[src/rtl/uart_rx_fifo2.sv]
module uart_rx_fifo2 #(
  parameter int DATA_W   = 8,
  parameter int MIN_BITS = 5
) (
  input  logic              clk_i,
  input  logic              rst_ni,
  input  logic              rx_en_i,
  input  logic              start_det_i,
  input  logic              char_done_i,
  input  logic [DATA_W-1:0] char_data_i,
  input  logic              char_fe_i,
  input  logic              char_pe_i,
  input  logic [1:0]        char_len_i,
  input  logic              rd_i,
  input  logic              rxc_ie_i,
  output logic [DATA_W-1:0] rd_data_o,
  output logic              rxc_o,
  output logic              fe_o,
  output logic              pe_o,
  output logic              dor_o,
  output logic              irq_o
);

  localparam int WW = DATA_W + 2;
  localparam int EW = DATA_W + 3;

  logic [EW-1:0] slot_q [2];
  logic          head_q;
  logic [1:0]    cnt_q;
  logic [WW-1:0] wait_q;
  logic          wait_vld_q;
  logic          pend_dor_q;

  logic [DATA_W-1:0] len_mask;
  logic [WW-1:0]     new_ent;
  logic [WW-1:0]     cand;
  logic              full, pop, push, ovr, load_wait;
  logic              tail;
  logic [EW-1:0]     head_ent;

  assign len_mask = ~({DATA_W{1'b1}} << (MIN_BITS + int'(char_len_i)));
  assign new_ent  = {char_pe_i, char_fe_i, char_data_i & len_mask};
  assign full     = (cnt_q == 2'd2);
  assign pop      = rx_en_i && rd_i && (cnt_q != 2'd0);
  assign cand     = wait_vld_q ? wait_q : new_ent;
  assign push     = rx_en_i && (wait_vld_q || char_done_i) && (!full || pop);
  assign ovr      = rx_en_i && start_det_i && full && wait_vld_q;
  assign load_wait = rx_en_i && char_done_i && (wait_vld_q || !push);
  assign tail     = head_q ^ cnt_q[0];

  always_ff @(posedge clk_i or negedge rst_ni) begin
    if (!rst_ni) begin
      slot_q[0]  <= '0;
      slot_q[1]  <= '0;
      head_q     <= 1'b0;
      cnt_q      <= 2'd0;
      wait_q     <= '0;
      wait_vld_q <= 1'b0;
      pend_dor_q <= 1'b0;
    end else if (!rx_en_i) begin
      head_q     <= 1'b0;
      cnt_q      <= 2'd0;
      wait_vld_q <= 1'b0;
      pend_dor_q <= 1'b0;
    end else begin
      if (push) slot_q[tail] <= {pend_dor_q, cand};
      if (pop)  head_q <= ~head_q;
      cnt_q <= cnt_q + {1'b0, push} - {1'b0, pop};
      if (load_wait) begin
        wait_q     <= new_ent;
        wait_vld_q <= 1'b1;
      end else if (push && wait_vld_q) begin
        wait_vld_q <= 1'b0;
      end
      pend_dor_q <= (pend_dor_q && !push) || ovr;
    end
  end

  assign head_ent  = slot_q[head_q];
  assign rxc_o     = (cnt_q != 2'd0);
  assign rd_data_o = rxc_o ? head_ent[DATA_W-1:0] : '0;
  assign fe_o      = rxc_o && head_ent[DATA_W];
  assign pe_o      = rxc_o && head_ent[DATA_W+1];
  assign dor_o     = rxc_o && head_ent[DATA_W+2];
  assign irq_o     = rxc_o && rxc_ie_i;

  AST_COUNT_BOUND: assert property (@(posedge clk_i) disable iff (!rst_ni)
    cnt_q <= 2'd2);
  AST_FLUSH_EMPTIES: assert property (@(posedge clk_i) disable iff (!rst_ni)
    !rx_en_i |=> !rxc_o);
  AST_WAIT_NEEDS_FULL: assert property (@(posedge clk_i) disable iff (!rst_ni)
    wait_vld_q |-> full);
  AST_EMPTY_READ_NOOP: assert property (@(posedge clk_i) disable iff (!rst_ni)
    (rx_en_i && rd_i && !rxc_o && !char_done_i && !wait_vld_q) |=> !rxc_o);
  AST_FULL_SWAP_KEEPS: assert property (@(posedge clk_i) disable iff (!rst_ni)
    (rx_en_i && full && rd_i && wait_vld_q) |=> full);
  AST_IRQ_NEEDS_RXC: assert property (@(posedge clk_i) disable iff (!rst_ni)
    irq_o |-> rxc_o);
  AST_HEAD_STABLE: assert property (@(posedge clk_i) disable iff (!rst_ni)
    (rx_en_i && !rd_i && $past(rx_en_i) && rxc_o) |=> $stable(rd_data_o) && $stable(fe_o));

endmodule

[config.mk]
export PLATFORM = sky130hd
export DESIGN_NAME = uart_rx_fifo2
export DESIGN_NICKNAME = d
export VERILOG_FILES = /design/src/rtl/uart_rx_fifo2.sv
export SDC_FILE = /design/constraint.sdc
export NUM_CORES = 1
export LEC_CHECK = 0
export ABC_AREA = 1
export CORE_MARGIN = 3
export CORE_UTILIZATION = 53
export CTS_BUF_LIST = sky130_fd_sc_hd__clkbuf_16
export DETAILED_ROUTE_END_ITERATION = 6
export GPL_ROUTABILITY_DRIVEN = 0
export PLACE_DENSITY = 0.79
export SETUP_SLACK_MARGIN = 0.3
export SKIP_LAST_GASP = 1
export SYNTH_ARGS = -nofsm -noshare
export SYNTH_HDL_FRONTEND = slang
export SYNTH_SLANG_ARGS = --single-unit
[constraint.sdc]
create_clock -name clk_i -period 2.1 [get_ports clk_i]
set_input_delay 0.21 -clock clk_i [delete_from_list [all_inputs] [get_ports clk_i]]
set_output_delay 0.21 -clock clk_i [all_outputs]
set_load 0.005 [all_outputs]
==> flow_summary.toml <==
[outcome]
status = "complete, no violations"

[finish]
area_growth_pct = 27.8
drive_above_1_share_pct = 13.6
final_common_cell = "nand2_1"
most-common-layout-cells = "nand2_1 (144), dfrtp_1 (35), clkdlybuf4s50_1 (20), buf_4 (14), nand3_1 (13)"
antenna_cells = 0
nets = 321

[global_routing]
grt_pass1_wl_mm = 7.82
grt_usage_pct = 23.0
overflow = 0
grt_pass1_vias = 1756
antenna_found_initial = 0
grt_max_degree = 38

[die]
io_pins = 32
dieArea_um2 = 4520
core-area_um2 = 3470
start_util_pct = 57.3
die_width_um = 67.2
chipHeight_um = 67.2
row_count = 21

[timing]
hold_slack_ps = 360
report.final.slew_viol_count = 0
finalHoldViolCount = 0
relSlewSlack_pct = 69.7
worst_pin_slew_ps = 455
setup_viol = 0
rsz0062_at_grt = "false"
tns_ps = 0
min_period_ps = 1760
layout_setup_ws_ps = 344
period_share_pct = 83.6
skew_ps = 1.89
fmax_ghz = 0.570

[detailed_routing]
routed_wirelength_mm = 4.59
dr_total_vias = 1793
drt_pass1_iterations = 4
drt_iter0_drc = 171
drc = 0
vias_per_cell = 5.17
ant_nets = 0
drt-wirelength-per-cell_um = 13.2

[pwr]
sw_frac_of_total_pct = 32.9
ir_drop_v = 0.000538
p_switching_w = 0.000867
powerDensity_nw_per_um2 = 1040
power_frac_clock_pct = 26.2
p_leak_nw = 1.45
sequentialPowerShare_pct = 42.8
p_int_w = 0.00176
p_comb_share_pct = 31.0

[setup_path]
crit-reg2reg-launch = "cnt_q[0]"
crit_fanout = 6
start_kind = "register"
cp_slowest_stage_delay_ps = 510
timing.rr.end = "cnt_q[0]"
critical_path.top_delay_family = "buffers and inverters"
arrival_ps = 1550
worstSetupPathType = "register to output port"
reg2regPathDepth = 9
crit_path_end_kind = "output port"
r2r_setup_slack_ps = 460
cp.required_ps = 1890
cp_cell_sequence = "buf_6 -> nand2_1 -> a21oi_1 -> clkdlybuf4s50_1"
critPathBufInv = 2
crit_slowest_cell = "clkdlybuf4s50_1"
startpoint = "head_q"

[synth]
avgSynthCellArea_um2 = 7.74
synthCells = 257
synth_warnings = 0
seq_area_frac_synth_pct = 46.6
synth_top_area_share_pct = 46.6
synth_cell_types = 20
synth.ff_latch_count = 37
synth.area.top_cells = "dfrtp_1 (47%), nand2_1 (27%), buf_6 (3.4%), nand3_1 (3.3%), a21oi_1 (2.8%)"
synthesis.area_um2 = 1990
syn_nets = 278
yosys.area.top_type = "dfrtp_1"

[place]
pre_cts_ws_ps = 58.3
port_buffers = 31
dpl.hpwl_mm = 2.97

[clock_tree]
cts_buffers = 5
cts_tree = "done"
clock_latency_ps = 270
clock_sinks = 37
root_buffer = "clkbuf_16"
postCtsHoldBufs = 0
clockBufferDepth = 2
clkTransAtPathRegs_ps = 50
cts.htree.levels = 2

[worst_hold_path]
hold_class = "input port to async pin"

[job]
max-cap-violations = 0
==> synth_stat cells <==
master,instances
inv_1,8
nor2_8,2
dfrtp_1,37
xor2_1,1
buf_6,6
inv_2,3
a21oi_1,11
nand3b_1,2
o21ai_0,4
buf_2,5
nand3_4,1
nand2_8,1
nor2_1,5
nand2_2,4
nand2_4,4
ha_1,2
nand4_1,2
nand3_1,13
nand2_1,144
nand3_2,2
==> registers in the layout, indices dropped and copies added (netlist names) <==
| signal | cells |
|---|---|
| head_q | 1 |
| pend_dor_q | 1 |
| wait_q | 10 |
| cnt_q | 2 |
| wait_vld_q | 1 |
| slot_q | 22 |
==> through the flow <==
stage / instance area (µm²) / power (W) / std cells / utilization [%]
floorplan: 1990 / 0.00163 / 257 / -
global route: 2540 / 0.00282 / 347 / 73.2
CTS: 2510 / 0.00263 / 345 / 72.3
detailed placement: 2310 / 0.00190 / 329 / 66.6
global placement: 2310 / 0.00186 / 329 / 66.6
finish: 2540 / 0.00263 / 347 / 73.2
==> cell type report <==
type / count / area, µm²
timing repair buffer: 46 / 435
inverter: 11 / 46.3
clock inverter: 3 / 12.5
sequential: 37 / 928
multi-input combinational: 198 / 928
fill: 276 / 928
clock buffer: 5 / 125
timing repair inverter: 1 / 6.26
tap: 46 / 57.6
==> power by group through the flow <==
stage	sequential (W)	clock [W]	combinational, W
floorplan	0.00110	0	0.000531
global placement	0.00113	0	0.000732
detailed placement	0.00114	0	0.000755
CTS	0.00112	0.000699	0.000811
global route	0.00116	0.000729	0.000929
finish	0.00113	0.000688	0.000817
==> logic make-up (layout without fill, tap and decap cells) <==
kind of cell	after synthesis	after routing	share of synthesized area, %
AO/OA/AOI/OAI	15	15	3.78
XOR/XNOR	1	1	0.441
adder cells (fa/ha/maj)	2	2	1.26
buffers and inverters	22	66	6.73
flip-flops	37	37	46.6
AND/OR/NAND/NOR	180	180	41.2
==> worst reg2reg max path, cell delays in order (launching register included) <==
cell and delay (ps):
dfrtp_1 390, buf_4 160, inv_2 90, nand3_4 160, nand2_8 140, ha_1 230, inv_1 60, ha_1 210
nand2_1 60, inv_1 30
==> routing by layer <==
metal,GRT usage [%],vias up,wire length (µm)
met3,4.16,7,318
met4,8.10,0,61
met1,29.9,839,1960
li1,-,883,-
met2,38.7,64,2240
met5,0,-,0
==> worst max path at each step <==
stage / cells after the start / slack, ps / endpoint
final: 4 / 340 / rd_data_o[0]
after global placement: 9 / 130 / cnt_q[0]
after detailed placement: 9 / 60 / cnt_q[0]
after global routing: 4 / 300 / rd_data_o[0]
after CTS: 4 / 300 / rd_data_o[4]
after floorplan: 9 / 530 / cnt_q[0]
==> repair_timing <==
item,CTS,global route
setup endpoints to repair,12,8
gates resized for setup,10,7
hold endpoints to repair,0,0
setup buffers,7,2
gates cloned,1,0
Power figures use the tool's default switching activity.
